[src/rtl/cds_pkg.sv]
package cds_pkg;
  localparam int unsigned CDS_AW     = 16;
  localparam int unsigned CDS_ROM_AW = 15;
  localparam int unsigned CDS_RAM_AW = 10;
  localparam int unsigned CDS_PG_W   = 8;
  localparam int unsigned CDS_DW     = 8;
  localparam int unsigned CDS_LO_W   = CDS_AW - CDS_PG_W;

  typedef logic [CDS_AW-1:0] addr_t;
  typedef enum logic {SRC_EXT = 1'b0, SRC_INT = 1'b1} src_e;

  // code address falls in the on-chip ROM range
  function automatic logic rom_hit(addr_t a);
    return a[CDS_AW-1:CDS_ROM_AW] == '0;
  endfunction

  // data address falls in the top on-chip RAM window
  function automatic logic ram_hit(addr_t a);
    return &a[CDS_AW-1:CDS_RAM_AW];
  endfunction

  // effective data address for full or paged addressing
  function automatic addr_t eff_addr(logic short_mode, logic [CDS_PG_W-1:0] pg, addr_t a);
    return short_mode ? {pg, a[CDS_LO_W-1:0]} : a;
  endfunction
endpackage

[src/rtl/cds_strap.sv]
module cds_strap (
  input  logic clk,
  input  logic rst_n,
  input  logic pin,
  output logic strap
);
  // follows the pin on each edge while reset is held, frozen afterwards
  always_ff @(posedge clk) begin
    if (!rst_n) strap <= pin;
  end

  // level is frozen once reset is released
  p_strap_hold_r4: assert property (@(posedge clk) disable iff (!rst_n)
    $past(rst_n) |-> $stable(strap));
endmodule

[src/rtl/cds_code_dec.sv]
module cds_code_dec
  import cds_pkg::*;
(
  input  logic                  clk,
  input  logic                  rst_n,
  input  logic                  strap,
  input  logic                  fch_req,
  input  addr_t                 fch_addr,
  output logic                  rom_en,
  output logic [CDS_ROM_AW-1:0] rom_addr,
  output logic                  ext_req,
  output addr_t                 ext_addr
);
  localparam int unsigned ROM_TOP = 2 ** CDS_ROM_AW;

  logic code_int_hit;
  assign code_int_hit = strap && rom_hit(fch_addr);

  assign rom_en   = fch_req && code_int_hit;
  assign ext_req  = fch_req && !code_int_hit;
  assign rom_addr = fch_addr[CDS_ROM_AW-1:0];
  assign ext_addr = fch_addr;

  // low code addresses go on chip when the boot level is 1
  p_rom_low_r1: assert property (@(posedge clk) disable iff (!rst_n)
    (fch_req && strap && (32'(fch_addr) < ROM_TOP)) |-> (rom_en && !ext_req));
  // high code addresses go to the bus with the full address
  p_ext_high_r2: assert property (@(posedge clk) disable iff (!rst_n)
    (fch_req && strap && (32'(fch_addr) >= ROM_TOP)) |-> (ext_req && !rom_en && ext_addr == fch_addr));
  // boot level 0 sends all fetches outside
  p_pin_low_r3: assert property (@(posedge clk) disable iff (!rst_n)
    (fch_req && !strap) |-> (ext_req && !rom_en));
  // no strobe without a request, never both
  p_idle_r12: assert property (@(posedge clk) disable iff (!rst_n)
    !fch_req |-> (!rom_en && !ext_req));
  p_excl_r12: assert property (@(posedge clk) disable iff (!rst_n)
    $onehot0({rom_en, ext_req}));
endmodule

[src/rtl/cds_data_dec.sv]
module cds_data_dec
  import cds_pkg::*;
(
  input  logic                  clk,
  input  logic                  rst_n,
  input  logic                  dat_rd,
  input  logic                  dat_wr,
  input  logic                  dat_short,
  input  addr_t                 dat_addr,
  input  logic                  pg_wr,
  input  logic [CDS_PG_W-1:0]   pg_wdata,
  input  logic                  en_wr,
  input  logic                  en_wdata,
  output logic                  ram_rd,
  output logic                  ram_wr,
  output logic [CDS_RAM_AW-1:0] ram_addr,
  output logic                  ext_rd,
  output logic                  ext_wr,
  output addr_t                 ext_addr
);
  logic [CDS_PG_W-1:0] page_q;
  logic                ram_en_q;
  addr_t               eff;
  logic                win_hit;

  always_ff @(posedge clk or negedge rst_n) begin
    if (!rst_n) begin
      page_q   <= '0;
      ram_en_q <= 1'b1;
    end else begin
      if (pg_wr) page_q   <= pg_wdata;
      if (en_wr) ram_en_q <= en_wdata;
    end
  end

  assign eff      = eff_addr(dat_short, page_q, dat_addr);
  assign win_hit  = ram_en_q && ram_hit(eff);
  assign ram_rd   = dat_rd && win_hit;
  assign ram_wr   = dat_wr && win_hit;
  assign ext_rd   = dat_rd && !win_hit;
  assign ext_wr   = dat_wr && !win_hit;
  assign ram_addr = eff[CDS_RAM_AW-1:0];
  assign ext_addr = eff;

  // window accesses stay off the external bus
  p_window_r5: assert property (@(posedge clk) disable iff (!rst_n)
    ((dat_rd || dat_wr) && ram_en_q && (&ext_addr[CDS_AW-1:CDS_RAM_AW])) |-> (!ext_rd && !ext_wr));
  // disabled window always goes outside
  p_disabled_r6: assert property (@(posedge clk) disable iff (!rst_n)
    !ram_en_q |-> (!ram_rd && !ram_wr));
  p_excl_r6: assert property (@(posedge clk) disable iff (!rst_n)
    !(ram_rd && ext_rd) && !(ram_wr && ext_wr));
  // short mode forms the address from the page and the low byte
  p_short_r7: assert property (@(posedge clk) disable iff (!rst_n)
    dat_short |-> (ext_addr[CDS_AW-1:CDS_LO_W] == page_q && ext_addr[CDS_LO_W-1:0] == dat_addr[CDS_LO_W-1:0]));
  // page loads on write, holds otherwise
  p_page_load_r8: assert property (@(posedge clk) disable iff (!rst_n)
    pg_wr |=> page_q == $past(pg_wdata));
  p_page_hold_r8: assert property (@(posedge clk) disable iff (!rst_n)
    !pg_wr |=> $stable(page_q));
  // enable loads on write
  p_en_load_r9: assert property (@(posedge clk) disable iff (!rst_n)
    en_wr |=> ram_en_q == $past(en_wdata));
  // no data strobe without a request
  p_idle_r12: assert property (@(posedge clk) disable iff (!rst_n)
    (!dat_rd && !dat_wr) |-> !(ram_rd || ram_wr || ext_rd || ext_wr));
endmodule

[src/rtl/cds_rdmux.sv]
module cds_rdmux
  import cds_pkg::*;
#(
  parameter int unsigned DW = CDS_DW
) (
  input  logic          clk,
  input  logic          rst_n,
  input  logic          take,
  input  logic          take_int,
  input  logic [DW-1:0] int_q,
  input  logic [DW-1:0] ext_q,
  output logic [DW-1:0] q
);
  src_e sel_q;

  always_ff @(posedge clk or negedge rst_n) begin
    if (!rst_n)    sel_q <= SRC_EXT;
    else if (take) sel_q <= take_int ? SRC_INT : SRC_EXT;
  end

  assign q = (sel_q == SRC_INT) ? int_q : ext_q;

  // select follows the last read and holds otherwise
  p_sel_follow_r10: assert property (@(posedge clk) disable iff (!rst_n)
    take |=> ((sel_q == SRC_INT) == $past(take_int)));
  p_sel_hold_r11: assert property (@(posedge clk) disable iff (!rst_n)
    !take |=> $stable(sel_q));
endmodule

[src/rtl/cds_decoder.sv]
module cds_decoder
  import cds_pkg::*;
(
  input  logic                  clk,
  input  logic                  rst_n,
  input  logic                  boot_int_pin,
  input  logic                  fch_req,
  input  logic [CDS_AW-1:0]     fch_addr,
  input  logic                  dat_rd,
  input  logic                  dat_wr,
  input  logic                  dat_short,
  input  logic [CDS_AW-1:0]     dat_addr,
  input  logic                  pg_wr,
  input  logic [CDS_PG_W-1:0]   pg_wdata,
  input  logic                  en_wr,
  input  logic                  en_wdata,
  output logic                  rom_en,
  output logic [CDS_ROM_AW-1:0] rom_addr,
  input  logic [CDS_DW-1:0]     rom_q,
  output logic                  ext_code_req,
  output logic [CDS_AW-1:0]     ext_code_addr,
  input  logic [CDS_DW-1:0]     ext_code_q,
  output logic [CDS_DW-1:0]     fch_q,
  output logic                  ram_rd,
  output logic                  ram_wr,
  output logic [CDS_RAM_AW-1:0] ram_addr,
  input  logic [CDS_DW-1:0]     ram_q,
  output logic                  ext_dat_rd,
  output logic                  ext_dat_wr,
  output logic [CDS_AW-1:0]     ext_dat_addr,
  input  logic [CDS_DW-1:0]     ext_dat_q,
  output logic [CDS_DW-1:0]     dat_q
);
  logic boot_lvl;

  cds_strap u_strap (
    .clk(clk), .rst_n(rst_n), .pin(boot_int_pin), .strap(boot_lvl)
  );

  cds_code_dec u_code (
    .clk(clk), .rst_n(rst_n), .strap(boot_lvl),
    .fch_req(fch_req), .fch_addr(fch_addr),
    .rom_en(rom_en), .rom_addr(rom_addr),
    .ext_req(ext_code_req), .ext_addr(ext_code_addr)
  );

  cds_data_dec u_data (
    .clk(clk), .rst_n(rst_n),
    .dat_rd(dat_rd), .dat_wr(dat_wr), .dat_short(dat_short), .dat_addr(dat_addr),
    .pg_wr(pg_wr), .pg_wdata(pg_wdata), .en_wr(en_wr), .en_wdata(en_wdata),
    .ram_rd(ram_rd), .ram_wr(ram_wr), .ram_addr(ram_addr),
    .ext_rd(ext_dat_rd), .ext_wr(ext_dat_wr), .ext_addr(ext_dat_addr)
  );

  cds_rdmux #(.DW(CDS_DW)) u_code_mux (
    .clk(clk), .rst_n(rst_n), .take(fch_req), .take_int(rom_en),
    .int_q(rom_q), .ext_q(ext_code_q), .q(fch_q)
  );

  cds_rdmux #(.DW(CDS_DW)) u_data_mux (
    .clk(clk), .rst_n(rst_n), .take(dat_rd), .take_int(ram_rd),
    .int_q(ram_q), .ext_q(ext_dat_q), .q(dat_q)
  );
endmodule

[config.mk]
export PLATFORM = sky130hd
export DESIGN_NAME = cds_decoder
export DESIGN_NICKNAME = d
export VERILOG_FILES = /design/src/rtl/cds_pkg.sv /design/src/rtl/cds_strap.sv /design/src/rtl/cds_code_dec.sv /design/src/rtl/cds_data_dec.sv /design/src/rtl/cds_rdmux.sv /design/src/rtl/cds_decoder.sv
export SDC_FILE = /design/constraint.sdc
export NUM_CORES = 1
export LEC_CHECK = 0
export BUFFER_PORTS_ARGS = -buffer_cell sky130_fd_sc_hd__clkbuf_2
export CORE_AREA = 2 2 66 68
export CTS_CLUSTER_DIAMETER = 30
export CTS_CLUSTER_SIZE = 30
export DETAILED_ROUTE_END_ITERATION = 12
export DIE_AREA = 0 0 68 70
export HOLD_SLACK_MARGIN = 0.06
export PLACE_DENSITY = 0.78
export SYNTH_ARGS = -nofsm -noshare
export SYNTH_HDL_FRONTEND = slang
export SYNTH_SLANG_ARGS = --single-unit
[constraint.sdc]
create_clock -name clk -period 1.6 [get_ports clk]
set_clock_uncertainty 0.2 [all_clocks]
set_input_delay 0.08 -clock clk [delete_from_list [all_inputs] [get_ports clk]]
set_output_delay 0.08 -clock clk [all_outputs]
set_load 0.05 [all_outputs]
# After elaboration in Yosys (flattened, before gate mapping)
# Cells that the tools add are included.
[word_totals] register_bits=12 word_cells=22
[op_classes] muxes=5 bitwise=1 n_reduce_logical=11
[op_table] op="16-bit two-way mux" count=1
[op_table] op="8-bit two-way mux" count=2
[op_table] op="1-bit logical AND" count=8
[op_table] op="6-bit AND reduction" count=1
[op_table] op="1-bit zero test" count=2
[op_table] op="1-bit two-way mux" count=2
[op_table] op="1-bit inverter" count=1

# Depth between registers and ports, before layout
# Gate-level depths: netlist of run 1.
[depth] ltp_word=5 mapped_depth=5

# Modules after synthesis
# Synthesis of run 1 repeated with hierarchy kept, for this count alone.
[hier_totals] hier_cells=117 hier_area_um2=1268.7
[modules_own_cells] mod="cds_data_dec" instances=1 cells_each=59 area_each_um2=649.4 seq_area_each_um2=226.5
[modules_own_cells] mod="cds_rdmux" instances=2 cells_each=11 area_each_um2=167.7 seq_area_each_um2=25.0
[modules_own_cells] mod="cds_code_dec" instances=1 cells_each=34 area_each_um2=250.2 seq_area_each_um2=0.0
[modules_own_cells] mod="cds_strap" instances=1 cells_each=2 area_each_um2=33.8 seq_area_each_um2=30.0

# Least setup slack after synthesis of run 1
# OpenSTA, ideal clock, no wires.
[synth_path] path_kind="reg2out" startpoint="reg u_data.page_q[5]" endpoint="out ram_rd" t_arrival_ns=1.918 required_ns=1.320 slack_ns=-0.598 stages_incl_launch_ff=4 path_buffers=0 cell_sequence="dfrtp_1 -> nand2_2 -> or2_4 -> a221oi_1"
[synth_between] elab_chain_len=4
[synth_lines] item="from (decl)" line="cds_data_dec.sv:21" text="logic [CDS_PG_W-1:0] page_q;"
[synth_lines] item="from (signal assigned)" line="cds_data_dec.sv:31" text="if (pg_wr) page_q <= pg_wdata;"
[synth_lines] item="16-bit two-way mux" line="cds_pkg.sv:24" text="return short_mode ? {pg, a[CDS_LO_W-1:0]} : a;"
[synth_lines] item="6-bit AND reduction" line="cds_pkg.sv:19" text="return &a[CDS_AW-1:CDS_RAM_AW];"
[synth_lines] item="1-bit logical AND" line="cds_data_dec.sv:37" text="assign win_hit = ram_en_q && ram_hit(eff);"
[synth_lines] item="1-bit logical AND" line="cds_data_dec.sv:38" text="assign ram_rd = dat_rd && win_hit;"
[synth_lines] item="to (decl)" line="cds_decoder.sv:24" text="output logic ram_rd,"
# No other way between the ends.

# Worst setup path after layout of run 1
[layout_path] startpoint="reg u_data.page_q[5]" endpoint="out ext_dat_wr"
[layout_between] elab_chain_len=5
[layout_lines] item="16-bit two-way mux" line="cds_pkg.sv:24"
[layout_lines] item="6-bit AND reduction" line="cds_pkg.sv:19"
[layout_lines] item="1-bit logical AND" line="cds_data_dec.sv:37"
[layout_lines] item="1-bit zero test" line="cds_data_dec.sv:41" text="assign ext_wr = dat_wr && !win_hit;"
[layout_lines] item="1-bit logical AND" line="cds_data_dec.sv:41"
[layout_lines] item="to (decl)" line="cds_decoder.sv:29" text="output logic ext_dat_wr,"
# No other way between the ends.

==> out/results.ini, run 1 <==
[detailed_routing]
ant_nets=0
vias_per_cell=4.20
dr.pass1.iters=4
vias=1134
remaining_drc_errors=0
wl_per_cell_um=12.1
routed_wirelength_mm=3.27
drt-initial-drc-count=13

[sta]
final_max_slew_viol_count=0
setup-violations-final=4
tns_ns=-0.869
finalHoldViolCount=0
timing.final.ws_setup_ns=-0.227
rsz0062_at_grt=yes
max_freq_mhz=547
whs_ns=0.0682
slew_headroom=0.335
worstMarginPinSlew_ns=0.995
period_share=1.14
period_needed_ns=1.83

[place]
hpwlAfterDp_mm=2.36
pre_cts_slack_ns=-0.171
place_congestion=0.644
dpl_cell_area_um2=1460
place_inst=222
io_buffers=91

[logic_synthesis]
syn_area_um2=1210
ys_ff_latch=12
avgSynthCellArea_um2=9.98
ys_seq_area_frac=0.254
synth.top_cell.area_share=0.311
synth_top_area_cell=buf_4
syn_nets=203
synth_cells=121
yosys_warnings=0
ys_top_cells_by_area=buf_4, mux2_2, dfrtp_1
synth_cell_type_count=23

[pwr]
p_leak_nw=1.04
swShare=0.460
peakVddDrop_uv=434
switchingPower_mw=0.703
powerDensity_nw_per_um2=770
p_clk_frac=0.212
intPower_mw=0.825
seqPwrFrac=0.230
combPwrFrac=0.558

[worst_setup_path]
cp-end-kind=primary output
cp_max_fo=3
slowest_stage=dfrtp_1
cp.arrival_ns=1.55
cp-start-kind=flip-flop
reg2reg_depth=5
rrSetupSlack_ns=0.13
worstSetupPathType=reg -> out
reg2reg_from=u_data.page_q[5]$_DFFE_PN0P_
critical_path.cell_chain=nand2_2 > or2_4 > a221oi_4 > buf_4 > nor2b_1 > clkbuf_8
required_ns=1.32
reg2reg_to=u_data_mux.sel_q$_DFFE_PN0P_
slowest_delay_ns=0.35

[clocking]
cts_tree=done
htree_levels=1
cts.sinks=12
cts.reportedPaths.clkPinSlew_ns=0.05
clockBufferDepth=2
cts-root-buf=clkbuf_8
insertion_delay_ns=0.23
numCtsBuffers=3

[worst_hold_path]
holdCritPathClass=in -> reg
min_path_cells=2
hold_path_startpoint=pg_wr
holdPathEnd=u_data.page_q[1]$_DFFE_PN0P_

[global_route]
grt_pass1_wl_mm=4.64
grt_max_degree=12
grt_pass1_vias=1086
grt_use_total=0.125
antenna_found_initial=0
grt_overflow_total=0

[final_layout]
antennaDiodeCount=0
mostFrequentLayoutCells=clkbuf_2, dlygate4sd3_1, mux2_2, buf_4, buf_2
instances_no_fill=270
final_common_cell=clkbuf_2
postLayoutCellArea_um2=1980
area_growth_pct=64.2
fin_nets=301
drive_gt1_frac=0.697

[die]
fp.coreArea_um2=4140
io-pin-count=161
die_w_um=68
die_height_um=70
rows=24
die_area_um2=4760
initial_core_util=0.291

[outcome]
violations=setup timing
status=finished with violations

[flow_run]
max_cap_viol_count=0

==> power by group through the flow <==
| stage | Combinational, mW | Clock (mW) | Sequential, mW |
|---|---|---|---|
| floorplan | 0.674 | 0 | 0.352 |
| global placement | 0.510 | 0 | 0.362 |
| detailed placement | 0.515 | 0 | 0.363 |
| CTS | 0.830 | 0.341 | 0.358 |
| global route | 0.892 | 0.354 | 0.355 |
| finish | 0.852 | 0.324 | 0.352 |
==> cell usage after synthesis, drive strengths merged <==
library cell   n
a21o           1
a21oi          1
a221oi         2
and2           1
and3           1
buf           50
clkbuf         3
dfrtp         10
dfstp          1
edfxtp         1
inv            4
mux2          32
nand2          4
nand2b         1
nand3          3
nand3b         1
nor2b          2
o21ai          1
or2            2
==> critical path, delay by kind of cell, from the launching register on <==
family	cells	cell delay [ns]
simple gates	3	0.37
flops	1	0.35
buf+inv	2	0.33
compound gates	1	0.27
==> logic make-up (layout without fill, tap and decap cells) <==
kind of cell | after synthesis | after routing | synth area share
mux | 32 | 32 | 0.298
flops | 12 | 12 | 0.254
simple gates | 15 | 15 | 0.0715
buf+inv | 57 | 154 | 0.333
compound gates | 5 | 5 | 0.0435
==> timing repair <==
action | in CTS | in global routing
hold buffers | 37 | 0
endpoints found under the hold margin | 70 | 0
endpoints found under the setup margin | 20 | 21
buffers inserted | 2 | 5
gates resized for setup | 10 | 26
==> area by class of cell <==
| class | count | area, µm² |
|---|---|---|
| clock buffers | 4 | 55.1 |
| fillers | 385 | 2160 |
| inverters | 4 | 15.0 |
| multi-input cells | 52 | 522 |
| flip-flops and latches | 12 | 309 |
| well taps | 52 | 65.1 |
| repair buffers | 146 | 1020 |
==> how the worst max path moves through the flow <==
| stage | start | to | slack (ns) | depth (start not counted) |
|---|---|---|---|---|
| after CTS | u_data.page_q[2]$_DFFE_PN0P_ | ext_dat_rd | -0.25 | 6 |
| after detailed placement | dat_short | ram_wr | -0.17 | 6 |
| after global placement | dat_short | ram_wr | -0.10 | 6 |
| after floorplan | u_data.page_q[2]$_DFFE_PN0P_ | ext_dat_rd | -0.03 | 4 |
| after global routing | u_data.page_q[5]$_DFFE_PN0P_ | ext_dat_wr | -0.30 | 6 |
| final | u_data.page_q[5]$_DFFE_PN0P_ | ext_dat_wr | -0.23 | 6 |
==> state kept, by name, indices dropped and copies added, names as in the netlist <==
name / flops
u_data_mux.sel_q: 1
u_strap.strap: 1
u_data.page_q: 8
u_code_mux.sel_q: 1
u_data.ram_en_q: 1
==> stage by stage <==
| stage | utilization | power [mW] |
|---|---|---|
| after CTS | 0.467 | 1.53 |
| after detailed placement | 0.352 | 0.878 |
| after global routing | 0.479 | 1.60 |
| after global placement | 0.352 | 0.871 |
| after floorplan | - | 1.03 |
| final | 0.479 | 1.53 |
==> layer usage <==
layer	part of all wire	GRT usage	routed length (µm)	up-vias
li1	-	-	-	552
met1	0.37	0.153	1220	533
met2	0.57	0.223	1860	49
met3	0.060	0.0209	195	0
met4	0	0.0289	0	0
met5	0	0	0	-
(Power assumes the default switching activity.)
==> run 2, diff against run 1 <==
--- a/config.mk
+++ b/config.mk
@@ -6,13 +6,15 @@
 export NUM_CORES = 1
 export LEC_CHECK = 0
 export BUFFER_PORTS_ARGS = -buffer_cell sky130_fd_sc_hd__clkbuf_2
-export CORE_AREA = 2 2 66 68
+export CELL_PAD_IN_SITES_DETAIL_PLACEMENT = 1
+export CELL_PAD_IN_SITES_GLOBAL_PLACEMENT = 1
+export CORE_AREA = 2 2 81 83
 export CTS_CLUSTER_DIAMETER = 30
 export CTS_CLUSTER_SIZE = 30
 export DETAILED_ROUTE_END_ITERATION = 12
-export DIE_AREA = 0 0 68 70
+export DIE_AREA = 0 0 83 85
 export HOLD_SLACK_MARGIN = 0.06
-export PLACE_DENSITY = 0.78
+export PLACE_DENSITY_LB_ADDON = 0.1
 export SYNTH_ARGS = -nofsm -noshare
 export SYNTH_HDL_FRONTEND = slang
 export SYNTH_SLANG_ARGS = --single-unit
==> out/results.ini, run 2 (synthesized netlist as in run 1, its figures left out) <==
[outcome]
status=finished with violations
violations=setup timing

[global_route]
grt_max_degree=13  ; +1
grt_pass1_wl_mm=5.99  ; +29%
grt_use_total=0.107  ; -0.0186
grt_overflow_total=0  ; unchanged
grt_pass1_vias=1361  ; +25%
antenna_found_initial=0  ; unchanged

[flow_run]
max_cap_viol_count=0  ; unchanged

[sta]
period_share=1.19  ; +0.0431
rsz0062_at_grt=yes
finalHoldViolCount=0  ; unchanged
worstMarginPinSlew_ns=0.985  ; -0.00940 ns
period_needed_ns=1.90  ; +0.0689 ns
timing.final.ws_setup_ns=-0.296  ; -0.0689 ns
slew_headroom=0.341  ; +0.00629
final_max_slew_viol_count=0  ; unchanged
max_freq_mhz=527  ; -3.6%
setup-violations-final=7  ; +3

[worst_setup_path]
required_ns=1.32  ; about the same
reg2reg_depth=4  ; -1
worstSetupPathType=reg -> out
cp-start-kind=flip-flop
reg2reg_to=u_data_mux.sel_q$_DFFE_PN0P_
rrSetupSlack_ns=0.10  ; -0.03 ns
cp_max_fo=4  ; +1
reg2reg_from=u_data.page_q[2]$_DFFE_PN0P_
cp-end-kind=primary output
cp.arrival_ns=1.62  ; +0.07 ns

[die]
die_w_um=83  ; +22%
io-pin-count=161  ; unchanged
initial_core_util=0.195  ; -0.0968
die_area_um2=7060  ; +48%
die_height_um=85  ; +21%
rows=29  ; +21%
fp.coreArea_um2=6200  ; +50%

[final_layout]
largest_reg_flops=8  ; unchanged
largest_register=u_data.page_q
fillers=728  ; +89%
antennaDiodeCount=0  ; unchanged
instances_no_fill=297  ; +10%
mostFrequentLayoutCells=clkbuf_2, dlygate4sd3_1, mux2_2, buf_4
area_growth_pct=71.9
drive_gt1_frac=0.705  ; +0.00730
fin_nets=303  ; +0.66%
utilization=0.335  ; -0.144
final_common_cell=clkbuf_2

[detailed_routing]
vias=1185  ; +4.5%
remaining_drc_errors=0  ; unchanged
top_layer=met4
ant_nets=0  ; unchanged
dr.pass1.iters=2  ; -2
routed_wirelength_mm=3.97  ; +21%
vias_per_cell=3.99  ; -5.0%
drt-met1-wl_mm=1.20  ; -1.4%
dr_wl_met2_mm=2.36  ; +27%
drt-initial-drc-count=10  ; -3
dr_wl_met3_um=356  ; +83%
wl_per_cell_um=13.4  ; +10%

[clocking]
cts.reportedPaths.clkPinSlew_ns=0.05  ; about the same
clockBufferDepth=2  ; unchanged
cts_tree=done
numCtsBuffers=3  ; unchanged
cts-root-buf=clkbuf_8
htree_levels=1  ; unchanged
cts.sinks=12  ; unchanged
insertion_delay_ns=0.23  ; about the same

[place]
hpwlAfterDp_mm=3.06  ; +30%
io_buffers=91  ; unchanged
place_inst=248  ; +12%
place_congestion=0.805  ; +25%

[pwr]
peakVddDrop_uv=250  ; -42%
p_leak_nw=1.06  ; +1.9%
powerDensity_nw_per_um2=751  ; -2.6%

[worst_hold_path]
holdCritPathClass=in -> async

==> run 2: cell types whose count changed in the layout (fill, tap and decap cells not counted) <==
cell and delta:
buf_6 +3, mux2_4 -1, buf_12 +1, nand3_2 +1, clkbuf_4 +1, and2_4 +1, clkbuf_2 -4, and2_2 -1
nand3_1 -1, buf_2 -4, mux2_2 +1, buf_4 +5
==> run 2: worst max-delay path, cell delays in order (launching register included) <==
cell	delay (ns)
dfrtp_1	0.36
nand3_2	0.08
or2_4	0.27
a221oi_4	0.34
and2_4	0.20
buf_8	0.14
==> run 2: worst max path at each step <==
| stage | startpoint | to |
|---|---|---|
| final | u_data.page_q[2]$_DFFE_PN0P_ | ram_wr |
| after global routing | u_data.page_q[2]$_DFFE_PN0P_ | ram_wr |
| after CTS | u_data.page_q[3]$_DFFE_PN0P_ | ram_wr |
| after detailed placement | u_data.page_q[3]$_DFFE_PN0P_ | ram_wr |
| after global placement | u_data.page_q[3]$_DFFE_PN0P_ | ram_wr |
| after floorplan | u_data.page_q[2]$_DFFE_PN0P_ | ext_dat_rd |
==> run 2: area by class of cell <==
| cell class | instances | area, µm² | share of cell area |
|---|---|---|---|
| tap | 77 | 96.3 | 0.0464 |
| clock buffer | 4 | 55.1 | 0.0265 |
| multi-input combinational | 52 | 524 | 0.253 |
| sequential | 12 | 309 | 0.149 |
| timing repair buffer | 148 | 1080 | 0.518 |
| inverter | 4 | 15.0 | 0.00723 |
==> run 2: layer usage <==
layer  track usage  vias to the layer above
li1              -                      553
met1        0.0889                      542
met2         0.232                       84
met3        0.0272                        6
met4        0.0417                        0
met5             0                        -
==> run 2: where the power goes <==
| group | internal [mW] | switching (mW) |
|---|---|---|
| Sequential | 0.337 | 0.0158 |
| Clock | 0.217 | 0.104 |
| Combinational | 0.292 | 0.594 |
==> run 2: through the flow <==
stage               instance area [µm²]  TNS [ns]  power [mW]  setup WS [ns]  hold WS (ns)
CTS                                2010    -0.859        1.56         -0.305        0.0709
global placement                   1500    -0.111       0.892         -0.111        -0.216
global route                       2080     -1.49        1.64         -0.363        0.0777
detailed placement                 1500    -0.125       0.894         -0.125        -0.215
floorplan                          1230   -0.0651        1.03        -0.0326        -0.416
finish                             2080     -1.06        1.56         -0.296        0.0638
==> run 2: what timing repair did <==
action / CTS / global route
endpoints found under the hold margin: 69 / 0
pin swaps: 0 / 4
setup endpoints to repair: 20 / 19
buffers inserted: 4 / 4
cloned: 0 / 0
gates resized for setup: 18 / 34
hold buffers: 37 / 0
==> run 3, diff against run 2 <==
--- a/config.mk
+++ b/config.mk
@@ -13,7 +13,7 @@
 export CTS_CLUSTER_SIZE = 30
 export DETAILED_ROUTE_END_ITERATION = 12
 export DIE_AREA = 0 0 83 85
-export HOLD_SLACK_MARGIN = 0.06
+export HOLD_SLACK_MARGIN = 0.15
 export PLACE_DENSITY_LB_ADDON = 0.1
 export SYNTH_ARGS = -nofsm -noshare
 export SYNTH_HDL_FRONTEND = slang
==> out/results.ini, run 3 (synthesized netlist as in run 1, its figures left out) <==
[outcome]
status=finished with violations
violations=setup timing

[worst_setup_path]
reg2reg_depth=4  ; unchanged
cp-start-kind=flip-flop
reg2reg_from=u_data.page_q[2]$_DFFE_PN0P_
cp.arrival_ns=1.62  ; about the same
worstSetupPathType=reg -> out
cp_max_fo=4  ; unchanged
crit_path_start=u_data.page_q[2]$_DFFE_PN0P_
cp-end-kind=primary output
required_ns=1.32  ; about the same

[global_route]
grt_use_total=0.110  ; +0.00286
grt_busiest_layer=met2
grt_pass1_vias=1383  ; +1.6%
grt_max_degree=11  ; -2
grt_overflow_total=0  ; unchanged
use_met2=0.239  ; +0.00733
antenna_found_initial=0  ; unchanged
grt.met1_usage=0.0901  ; +0.00119
met3_usage=0.0292  ; +0.00195
grt_pass1_wl_mm=6.15  ; +2.8%

[final_layout]
mostFrequentLayoutCells=clkbuf_2, dlygate4sd3_1, mux2_2, buf_4
utilization=0.341  ; +0.00645
drive_gt1_frac=0.692  ; -0.0126
final_common_cell=clkbuf_2
largest_register=u_data.page_q
area_growth_pct=75.2
fillers=726  ; -0.27%
instances_no_fill=301  ; +1.3%
fin_nets=307  ; +1.3%
postLayoutCellArea_um2=2120  ; +1.9%
largest_reg_flops=8  ; unchanged
antennaDiodeCount=0  ; unchanged

[sta]
worstMarginPinSlew_ns=0.985  ; -0.000542 ns
rsz0062_at_grt=yes
finalHoldViolCount=0  ; unchanged
final_max_slew_viol_count=0  ; unchanged
slew_headroom=0.341  ; +0.000363
setup-violations-final=7  ; unchanged
period_share=1.19  ; about the same
period_needed_ns=1.90  ; -0.0000330 ns
max_freq_mhz=527  ; about the same
timing.final.ws_setup_ns=-0.296  ; +0.0000330 ns

[place]
io_buffers=91  ; unchanged
hpwlAfterDp_mm=3.06  ; unchanged
place_inst=248  ; unchanged
place_congestion=0.805  ; unchanged
dpl_cell_area_um2=1500  ; unchanged

[detailed_routing]
routed_wirelength_mm=4.07  ; +2.5%
drt-initial-drc-count=8  ; -2
vias=1199  ; +1.2%
remaining_drc_errors=0  ; unchanged
dr.pass1.iters=2  ; unchanged
wl_per_cell_um=13.5  ; +1.1%
vias_per_cell=3.98  ; -0.16%
ant_nets=0  ; unchanged

[clocking]
clockBufferDepth=2  ; unchanged
cts_tree=done
cts.sinks=12  ; unchanged
numCtsBuffers=3  ; unchanged
insertion_delay_ns=0.24  ; about the same
htree_levels=1  ; unchanged
cts.reportedPaths.clkPinSlew_ns=0.05  ; about the same
cts-root-buf=clkbuf_8

[die]
die_w_um=83  ; unchanged
die_area_um2=7060  ; unchanged
fp.coreArea_um2=6200  ; unchanged
initial_core_util=0.195  ; unchanged
die_height_um=85  ; unchanged
io-pin-count=161  ; unchanged
rows=29  ; unchanged

[flow_run]
max_cap_viol_count=0  ; unchanged

[pwr]
power.total_mw=1.57  ; +0.54%
peakVddDrop_uv=259  ; +3.6%
powerDensity_nw_per_um2=741  ; -1.4%
p_leak_nw=1.07  ; +1.6%

[worst_hold_path]
holdCritPathClass=in -> async

run 3: power by group:
group          switching (mW)  total (mW)  internal (mW)
Combinational           0.595       0.893          0.298
Sequential             0.0158       0.353          0.337
Clock                   0.104       0.321          0.217
Total                   0.715        1.57          0.852
run 3: layout make-up:
cell class                 instances  area [µm²]  share of cell area
sequential                        12         309               0.146
tap                               77        96.3              0.0455
clock buffer                       4        55.1              0.0260
inverter                           4        15.0             0.00710
multi-input combinational         52         524               0.248
timing repair buffer             152        1120               0.527
run 3: critical path, stage by stage (launching register included):
cell      delay (ns)
dfrtp_1         0.36
nand3_2         0.08
or2_4           0.27
a221oi_4        0.34
and2_4          0.20
buf_8           0.14
run 3: final timing paths:
| path | end | slack [ns] |
|---|---|---|
| worst max-delay path | ram_wr | -0.30 |
| worst min-delay path | u_data.ram_en_q$_DFFE_PN1P_ | 0.16 |
| worst max register to register | u_data_mux.sel_q$_DFFE_PN0P_ | 0.10 |
| worst min register to register | u_data.page_q[1]$_DFFE_PN0P_ | 0.30 |
| max in group asynchronous | u_data_mux.sel_q$_DFFE_PN0P_ | 0.11 |
| min in group clk | u_data.page_q[1]$_DFFE_PN0P_ | 0.30 |
run 3: metal layers:
metal  vias to the layer above  share of wire  routed length [µm]
met2                        84           0.60                2430
met1                       546           0.30                1230
met5                         -              0                   0
li1                        563              -                   -
met4                         0          0.013                  52
met3                         6          0.089                 362
run 3: metrics by stage:
step / setup TNS, ns / setup slack (ns) / hold WS [ns]
6_report: -1.06 / -0.296 / 0.157
5_1_grt: -1.49 / -0.363 / 0.166
4_1_cts: -0.859 / -0.305 / 0.165
3_5_place_dp: -0.125 / -0.125 / -0.215
3_3_place_gp: -0.111 / -0.111 / -0.216
2_1_floorplan: -0.0651 / -0.0326 / -0.416
run 3: what timing repair did:
item                                   in CTS  in global routing
resized for setup                          18                 34
cloned                                      0                  0
endpoints found under the hold margin      70                  1
pin swaps                                   0                  4
hold buffers                               41                  1
setup buffers                               4                  4
setup endpoints to repair                  20                 20
